--- config.mk ---
export PLATFORM = sky130hd
export DESIGN_NAME = gpio_port
export DESIGN_NICKNAME = d
export VERILOG_FILES = /design/src/rtl/gpio_pkg.sv /design/src/rtl/gpio_sync.sv /design/src/rtl/gpio_edge_cell.sv /design/src/rtl/gpio_port.sv
export SDC_FILE = /design/constraint.sdc
export NUM_CORES = 1
export LEC_CHECK = 0
export ABC_AREA = 1
export BUFFER_PORTS_ARGS = -buffer_cell sky130_fd_sc_hd__buf_4
export CAP_MARGIN = 20
export CORE_MARGIN = 5
export CORE_UTILIZATION = 55
export CTS_CLUSTER_SIZE = 40
export DETAILED_ROUTE_END_ITERATION = 6
export GPL_TIMING_DRIVEN = 0
export PLACE_DENSITY = 0.8
export SLEW_MARGIN = 20
export SYNTH_ARGS = -nofsm -noshare
export SYNTH_HDL_FRONTEND = slang
export SYNTH_SLANG_ARGS = --single-unit
--- constraint.sdc ---
create_clock -name clk -period 1.2 [get_ports clk]
set_clock_uncertainty 0.1 [all_clocks]
set_input_delay 0.12 -clock clk [delete_from_list [all_inputs] [get_ports clk]]
set_output_delay 0.12 -clock clk [all_outputs]
set_load 0.005 [all_outputs]
--- src/rtl/gpio_pkg.sv ---
package gpio_pkg;
    // Register select codes; word offset = code * 4
    typedef enum logic [1:0] {
        REG_DATA = 2'd0,
        REG_DIR  = 2'd1,
        REG_MASK = 2'd2,
        REG_EDGE = 2'd3
    } gpio_reg_e;

    typedef enum logic {
        EDGE_IDLE = 1'b0,
        EDGE_HELD = 1'b1
    } edge_state_e;
endpackage

--- src/rtl/gpio_sync.sv ---
module gpio_sync #(
    parameter int WIDTH = 32
) (
    input  logic             clk,
    input  logic             rst_n,
    input  logic [WIDTH-1:0] din,
    output logic [WIDTH-1:0] dout
);
    logic [WIDTH-1:0] stage1_q;
    logic [WIDTH-1:0] stage2_q;

    always_ff @(posedge clk or negedge rst_n) begin
        if (!rst_n) begin
            stage1_q <= '0;
            stage2_q <= '0;
        end else begin
            stage1_q <= din;
            stage2_q <= stage1_q;
        end
    end

    assign dout = stage2_q;

    // Checker: two-edge latency once two edges have passed since reset
    logic [1:0] warm_q;
    always_ff @(posedge clk or negedge rst_n) begin
        if (!rst_n)              warm_q <= 2'd0;
        else if (warm_q != 2'd2) warm_q <= warm_q + 2'd1;
    end

    assert_sync_latency_R4: assert property (@(posedge clk) disable iff (!rst_n)
        (warm_q == 2'd2) |-> (dout == $past(din, 2)));
endmodule

--- src/rtl/gpio_edge_cell.sv ---
module gpio_edge_cell
    import gpio_pkg::*;
(
    input  logic clk,
    input  logic rst_n,
    input  logic rise,
    input  logic clr,
    output logic captured
);
    edge_state_e state_q;
    edge_state_e state_d;

    always_ff @(posedge clk or negedge rst_n) begin
        if (!rst_n) state_q <= EDGE_IDLE;
        else        state_q <= state_d;
    end

    always_comb begin
        state_d = state_q;
        unique case (state_q)
            EDGE_IDLE: if (rise)          state_d = EDGE_HELD;
            EDGE_HELD: if (clr && !rise)  state_d = EDGE_IDLE;
        endcase
    end

    always_comb begin
        captured = (state_q == EDGE_HELD);
    end

    assert_catch_R6: assert property (@(posedge clk) disable iff (!rst_n)
        rise |=> captured);
    assert_sticky_R6: assert property (@(posedge clk) disable iff (!rst_n)
        (captured && !clr) |=> captured);
    assert_release_R7: assert property (@(posedge clk) disable iff (!rst_n)
        (clr && !rise) |=> !captured);
    assert_set_wins_R8: assert property (@(posedge clk) disable iff (!rst_n)
        (clr && rise) |=> captured);
    assert_no_spurious_R10: assert property (@(posedge clk) disable iff (!rst_n)
        (!captured && !rise) |=> !captured);
endmodule

--- src/rtl/gpio_port.sv ---
module gpio_port
    import gpio_pkg::*;
#(
    parameter int PIN_W = 32
) (
    input  logic             clk,
    input  logic             rst_n,
    input  logic [1:0]       reg_sel,
    input  logic             wr_en,
    input  logic [PIN_W-1:0] wr_data,
    output logic [PIN_W-1:0] rd_data,
    input  logic [PIN_W-1:0] pin_in,
    output logic [PIN_W-1:0] pin_out,
    output logic [PIN_W-1:0] pin_oe,
    output logic             irq
);
    gpio_reg_e        sel;
    logic [PIN_W-1:0] dir_q;
    logic [PIN_W-1:0] latch_q;
    logic [PIN_W-1:0] mask_q;
    logic [PIN_W-1:0] sync_lvl;
    logic [PIN_W-1:0] prev_q;
    logic [PIN_W-1:0] rise;
    logic [PIN_W-1:0] edge_clr;
    logic [PIN_W-1:0] edge_bits;
    logic [PIN_W-1:0] pin_level;

    assign sel = gpio_reg_e'(reg_sel);

    // Register file writes
    always_ff @(posedge clk or negedge rst_n) begin
        if (!rst_n) begin
            dir_q   <= '0;
            latch_q <= '0;
            mask_q  <= '0;
        end else if (wr_en) begin
            unique case (sel)
                REG_DATA: latch_q <= wr_data;
                REG_DIR:  dir_q   <= wr_data;
                REG_MASK: mask_q  <= wr_data;
                REG_EDGE: ;
            endcase
        end
    end

    gpio_sync #(.WIDTH(PIN_W)) i_sync (
        .clk   (clk),
        .rst_n (rst_n),
        .din   (pin_in),
        .dout  (sync_lvl)
    );

    always_ff @(posedge clk or negedge rst_n) begin
        if (!rst_n) prev_q <= '0;
        else        prev_q <= sync_lvl;
    end

    assign rise     = sync_lvl & ~prev_q;
    assign edge_clr = (wr_en && sel == REG_EDGE) ? wr_data : '0;

    for (genvar i = 0; i < PIN_W; i++) begin : g_edge
        gpio_edge_cell i_cell (
            .clk      (clk),
            .rst_n    (rst_n),
            .rise     (rise[i]),
            .clr      (edge_clr[i]),
            .captured (edge_bits[i])
        );
    end

    // Pin level: own latch for outputs, synchronized input otherwise
    assign pin_level = (dir_q & latch_q) | (~dir_q & sync_lvl);

    always_comb begin
        unique case (sel)
            REG_DATA: rd_data = pin_level;
            REG_DIR:  rd_data = dir_q;
            REG_MASK: rd_data = mask_q;
            REG_EDGE: rd_data = edge_bits;
        endcase
    end

    assign pin_out = latch_q;
    assign pin_oe  = dir_q;
    assign irq     = |(edge_bits & mask_q);

    assert_oe_after_dir_write_R2: assert property (@(posedge clk) disable iff (!rst_n)
        (wr_en && sel == REG_DIR) |=> (pin_oe == $past(wr_data)));
    assert_out_after_data_write_R3: assert property (@(posedge clk) disable iff (!rst_n)
        (wr_en && sel == REG_DATA) |=> (pin_out == $past(wr_data)));
    assert_oe_stable_on_data_write_R5: assert property (@(posedge clk) disable iff (!rst_n)
        (wr_en && sel == REG_DATA) |=> $stable(pin_oe));
    assert_mask_zero_quiet_R9: assert property (@(posedge clk) disable iff (!rst_n)
        (wr_en && sel == REG_MASK && wr_data == '0) |=> !irq);
endmodule

==> flow_summary.yaml, run 1 <==
route:
  antenna_left: 0
  dr.first_iter.drc_count: 750
  drtPass1Iterations: 7
  num_vias: 7927
  finalWirelength_mm: 27.7
  routedWlPerCell_microns: 19.6
  drc: 0
  via_per_inst: 5.59
timing:
  drv_slew: 0
  finalHoldViolations: 1
  fin_crit_ns: 1.80
  setup_violations: 97
  hold-worst-slack_ns: -0.00119
  period_share_pct: 150
  tightest_slew_ns: 0.473
  fmax_ghz: 0.556
  max-slew-margin-rel_pct: 68.5
  finalWorstSetupSlack_ns: -0.599
  rsz0062_at_grt: "yes"
flow_run:
  cap_violations: 0
synth:
  synth_area_sq_um: 8430
  avgSynthCellArea_sq_um: 9.64
  synth.largest_area_cell: "dfrtp_1"
  synth_edf_count: 0
  synthTopCellsByCount: "nand2_1, dfrtp_1, o21ai_1"
  synth_compound_area_share_pct: 11.4
  synthFlopType: "dfrtp_1"
  synth-seq-area-share_pct: 66.5
  synthAdderAreaFrac_pct: 0
  synthXorXnorAreaFrac_pct: 0
  yosysMostFrequentCell: "nand2_1"
  async_flop_share_pct: 100
  ys_seq_elements: 224
  synth_area_leaders: "dfrtp_1, nand2_1, o21ai_1"
  synth_top_family_by_area: "simple AND/OR/NAND/NOR gates"
  ys_warn_count: 0
  synthMuxAreaShare_pct: 0
  yosys.area.top_type_share_pct: 66.5
  yosys.area_share.simple_pct: 17.3
  yosysUniqueCellTypes: 13
  syn_nets: 944
  syn-instance-count: 875
clock_tree:
  numCtsBuffers: 24
  cts-root-buf: "clkbuf_16"
  cts_tree: "built"
  clockBufferDepth: 3
  cts_sinks: 224
  htree_levels: 1
  clkTransAtPathRegs_ns: 0.06
  clk_latency_ns: 0.52
pwr:
  p_int_w: 0.0148
  switching_power_w: 0.00561
  power_frac_seq_pct: 44.3
  p_leak_nw: 6.10
  ir_drop_mv: 1.17
  p_per_area_nw_per_um2: 1630
  switching_share_pct: 27.5
  combinationalPowerShare_pct: 21.4
  pwr-share-clk_pct: 34.3
global_routing:
  overflow: 0
  grt_usage_pct: 29.6
  grt_pass1_wl_mm: 41.6
  grt_start_max_net_pins: 98
  grt_pass1_vias: 7956
  antenna_found_initial: 0
critical_path:
  required_ns: 0.98
  cp_max_fo: 3
  worst-setup-path-type: "reg2out"
  start_kind: "flip-flop"
  cp.arrival_ns: 1.58
  worst_setup_path_end_kind: "primary output"
place:
  place.detailed.hpwl_mm: 15.5
  dpl_worst_slack_ns: -0.499
  port_buffers: 165
  place_area_sq_um: 9970
  gp_congestion: 0.853
  dpl.cell_count: 1230
layout:
  final_cells: 1419
  area_growth_pct: 48.5
  drive_above_1_share_pct: 28.4
  fin_area_sq_um: 12500
  num_antenna_cells: 0
  finalNetCount: 1285
floorplanning:
  die_x_microns: 134
  die_h_microns: 134
  rows: 45
  coreArea_sq_um: 15100
  die-area_sq_um: 17900
  ioPinCount: 166
  initial_utilization_pct: 55.7
outcome:
  status: "finished with violations"
  violations: "negative hold slack, negative setup slack"
worst_hold_path:
  hold_path_class: "in2async"
-- state kept, by name, indices dropped and copies added, names as in the netlist --
signal                  cells
g_edge.i_cell.captured     32
i_sync.stage1_q            32
mask_q                     32
prev_q                     32
i_sync.dout                32
pin_out                    32
pin_oe                     32
-- through the flow --
| stage | hold WS, ns | util, % | TNS, ns | total power, W |
|---|---|---|---|---|
| global route | 0.0522 | 82.7 | -29.18 | 0.0212 |
| CTS | 0.0238 | 80.3 | -24.39 | 0.0198 |
| global placement | 0.129 | 65.4 | -396.51 | 0.0118 |
| detailed placement | -0.00418 | 65.8 | -25.72 | 0.0119 |
| finish | -0.00119 | 82.7 | -25.58 | 0.0204 |
| floorplan | -0.276 | - | 0 | 0.0102 |
-- what timing repair did --
item,in CTS,in global routing
resized for setup,152,60
hold endpoints to repair,384,0
hold buffers,67,0
setup endpoints to repair,97,278
pin swaps,34,12
setup buffers,49,48
-- power by group through the flow --
stage	Sequential, W	Clock, W	Combinational (W)
2_1_floorplan	0.00898	0	0.00120
3_3_place_gp	0.00906	0	0.00273
3_5_place_dp	0.00909	0	0.00281
4_1_cts	0.00897	0.00699	0.00389
5_1_grt	0.00912	0.00735	0.00473
6_report	0.00904	0.00702	0.00437
-- cells in the final DEF (no fill, tap or decap) --
master / netlist / routed
nand2_1: 310 / 302
dfrtp_1: 224 / 220
o21ai_1: 160 / 188
buf_4: 0 / 126
buf_6: 0 / 121
dlygate4sd3_1: 0 / 66
inv_1: 64 / 55
nand4_1: 32 / 32
buf_2: 30 / 26
clkbuf_16: 0 / 24
inv_2: 3 / 12
nand2_2: 4 / 11
clkbuf_1: 3 / 11
nor2_1: 10 / 6
nor2_4: 2 / 5
o21ai_2: 0 / 4
dfrtp_2: 0 / 4
clkbuf_2: 0 / 3
nor2_2: 1 / 2
clkbuf_4: 0 / 2
clkbuf_8: 0 / 2
buf_16: 0 / 2
nand2_4: 0 / 1
clkinv_8: 0 / 1
bufinv_16: 0 / 1
clkinv_2: 0 / 1
inv_8: 0 / 1
dlymetal6s4s_1: 0 / 1
buf_12: 0 / 1
-- worst max-delay path: stages, from the launching register on --
cell,delay (ns)
dfrtp_1,0.41
nand2_1,0.10
nand2_2,0.08
nor2_4,0.13
nand2_1,0.06
nor2_1,0.08
nand2_1,0.08
buf_6,0.12
-- path summary, 6_finish.rpt --
kind | startpoint | endpoint | slack [ns] | cells past startpoint
worst max-delay path | g_edge[24].i_cell.captured | irq | -0.60 | 7
worst max register to register | pin_oe[4] | pin_oe[4] | 0.07 | 5
max in group asynchronous | rst_n | pin_oe[10] | 0.21 | 3
worst min-delay path | rst_n | g_edge[2].i_cell.captured | -0.001 | 2
worst min register to register | i_sync.stage1_q[3] | i_sync.dout[3] | 0.25 | 0
min in group clk | reg_sel[1] | pin_oe[1] | 0.03 | 5
-- metal layers --
layer	share of wire [%]	track usage (%)
met4	3.8	11.1
met5	0	0
met1	38	38.0
met3	7.5	5.63
met2	51	50.4
-- layout make-up --
class	instances	area [sq um]
fill	785	2620
clock inverter	4	62.6
clock buffer	37	669
tap	188	235
multi-input combinational	551	2480
sequential	224	5610
buffer	33	183
inverter	67	251
timing repair buffer	315	3030
-- logic make-up after synthesis --
family                 after synthesis
and+or+nand+nor                    359
DFF                                224
AOI/OAI and AO/OA                  192
buffers and inverters              100
Power figures use the tool's default switching activity.
==> inputs of run 2 (changes only) <==
Settings changed: CORE_MARGIN 5 to unset, PLACE_DENSITY 0.8 to 0.85.
==> run 2 against run 1 <==
  * The run still ends with negative hold slack, negative setup slack left
  * Total power up 2.8%
  * Count of clock-buffer cells in the layout is 6 lower
  * Register-to-register slack about the same
  * Largest power group unchanged
==> flow_summary.yaml, run 2 (synthesis results as in run 1) <==
clock_tree:
  clockBufferDepth: 3
  clkTransAtPathRegs_ns: 0.06
  numCtsBuffers: 23
  clk_latency_ns: 0.52
  cts_tree: "built"
  cts_sinks: 224
  cts-root-buf: "clkbuf_16"
  htree_levels: 1
  hold_buffers: 66
place:
  port_buffers: 165
  place.detailed.hpwl_mm: 15.2
  place_area_sq_um: 9970
  dpl.cell_count: 1226
  gp_congestion: 0.831
critical_path:
  r2r_setup_slack_ns: 0.07
  required_ns: 0.98
  start_kind: "flip-flop"
  crit_start: "g_edge[24].i_cell.captured"
  worst_setup_path_end_kind: "primary output"
  cp_max_fo: 3
  reg2reg_to: "pin_oe[3]"
  r2r-start: "pin_oe[3]"
  reg2reg_depth: 3
  cp.arrival_ns: 1.66
  worst-setup-path-type: "reg2out"
floorplanning:
  coreArea_sq_um: 14800
  die-area_sq_um: 15800
  rows: 44
  initial_utilization_pct: 57.2
  die_h_microns: 126
  ioPinCount: 166
  die_x_microns: 126
route:
  routedWlPerCell_microns: 21.3
  dr.first_iter.drc_count: 1003
  drtPass1Iterations: 7
  finalWirelength_mm: 30.4
  via_per_inst: 6.00
  drc: 0
  antenna_left: 0
  num_vias: 8534
pwr:
  p_per_area_nw_per_um2: 1650
  switching_share_pct: 28.1
  power_frac_seq_pct: 43.4
  switching_power_w: 0.00590
  ir_drop_mv: 1.36
  p_int_w: 0.0151
  combinationalPowerShare_pct: 21.8
  p_leak_nw: 6.20
  pwr-share-clk_pct: 34.8
outcome:
  violations: "negative hold slack, negative setup slack"
  status: "finished with violations"
timing:
  finalWorstSetupSlack_ns: -0.682
  setup_tns_ns: -26.91
  rsz0062_at_grt: "yes"
  fmax_ghz: 0.531
  max-slew-margin-rel_pct: 66.8
  finalHoldViolations: 31
  hold-worst-slack_ns: -0.0340
  drv_slew: 0
  fin_crit_ns: 1.88
  period_share_pct: 157
  setup_violations: 98
  tightest_slew_ns: 0.498
global_routing:
  grt_pass1_vias: 8323
  grt_pass1_wl_mm: 42.6
  grt_usage_pct: 35.0
  antenna_found_initial: 1
  overflow: 0
  grt_start_max_net_pins: 98
layout:
  finalNetCount: 1293
  num_antenna_cells: 0
  mostFrequentLayoutCell: "nand2_1"
  fin_area_sq_um: 12700
  final_cells: 1423
  area_growth_pct: 50.5
  final_cell_mix: "nand2_1, dfrtp_1, o21ai_1"
  drive_above_1_share_pct: 31.2
flow_run:
  cap_violations: 0
worst_hold_path:
  hold_path_class: "in2async"
[run 2: cell types whose count changed in the layout (fill, tap and decap cells not counted), sizes merged]
cell and delta:
clkinv +3, dlymetal6s4s -1, inv +1, bufinv +1
clkbuf -3, buf +7
[run 2: timing repair]
item / CTS / global route
hold endpoints to repair: 384 / 28
setup buffers: 53 / 50
gates resized for setup: 145 / 109
endpoints found under the setup margin: 97 / 185
pin swaps: 44 / 22
[run 2: worst max-delay path by stage]
stage / end / slack [ns] / depth (start not counted)
detailed placement: rd_data[6] / -0.45 / 6
CTS: irq / -0.61 / 7
global placement: prev_q[17] / -1.66 / 1
global route: irq / -0.74 / 7
finish: irq / -0.68 / 7
floorplan: irq / 0.22 / 6
[run 2: final cells by class]
cell class | instances | area [sq um]
buffer | 33 | 226
inverter | 67 | 251
tap | 184 | 230
clock buffer | 31 | 656
timing repair buffer | 324 | 3090
sequential | 224 | 5620
fill | 687 | 2060
multi-input combinational | 551 | 2510
clock inverter | 9 | 105
[run 2: power groups by stage]
| stage | Sequential [W] | Clock (W) | Combinational (W) |
|---|---|---|---|
| after floorplan | 0.00898 | 0 | 0.00120 |
| after global placement | 0.00906 | 0 | 0.00268 |
| after CTS | 0.00898 | 0.00722 | 0.00385 |
| after global routing | 0.00918 | 0.00759 | 0.00487 |
| after detailed placement | 0.00910 | 0 | 0.00279 |
| final | 0.00912 | 0.00731 | 0.00457 |
[run 2: worst max-delay path: stages (launching register included)]
cell and delay [ns]:
dfrtp_1 0.41, nand2_1 0.09, nand2_2 0.08, nor2_2 0.14
nand2_1 0.07, nor2_1 0.09, nand2_1 0.11, buf_4 0.16
[run 2: layer usage]
| metal | wire (microns) | share of wire [%] | vias up | track usage, % |
|---|---|---|---|---|
| met1 | 10500 | 35 | 4126 | 42.2 |
| met3 | 2860 | 9.4 | 193 | 6.46 |
| met4 | 2150 | 7.1 | 2 | 19.1 |
| met2 | 14900 | 49 | 690 | 60.1 |
| li1 | - | - | 3523 | - |
| met5 | 13 | 0.043 | - | 0 |
[run 2: per-stage QoR]
| stage | setup WS [ns] | util (%) | total power [W] |
|---|---|---|---|
| floorplan | 0.222 | - | 0.0102 |
| global placement | -1.66 | 67.1 | 0.0117 |
| detailed placement | -0.449 | 67.5 | 0.0119 |
| CTS | -0.610 | 82.5 | 0.0200 |
| global route | -0.744 | 86.0 | 0.0216 |
| finish | -0.682 | 86.0 | 0.0210 |
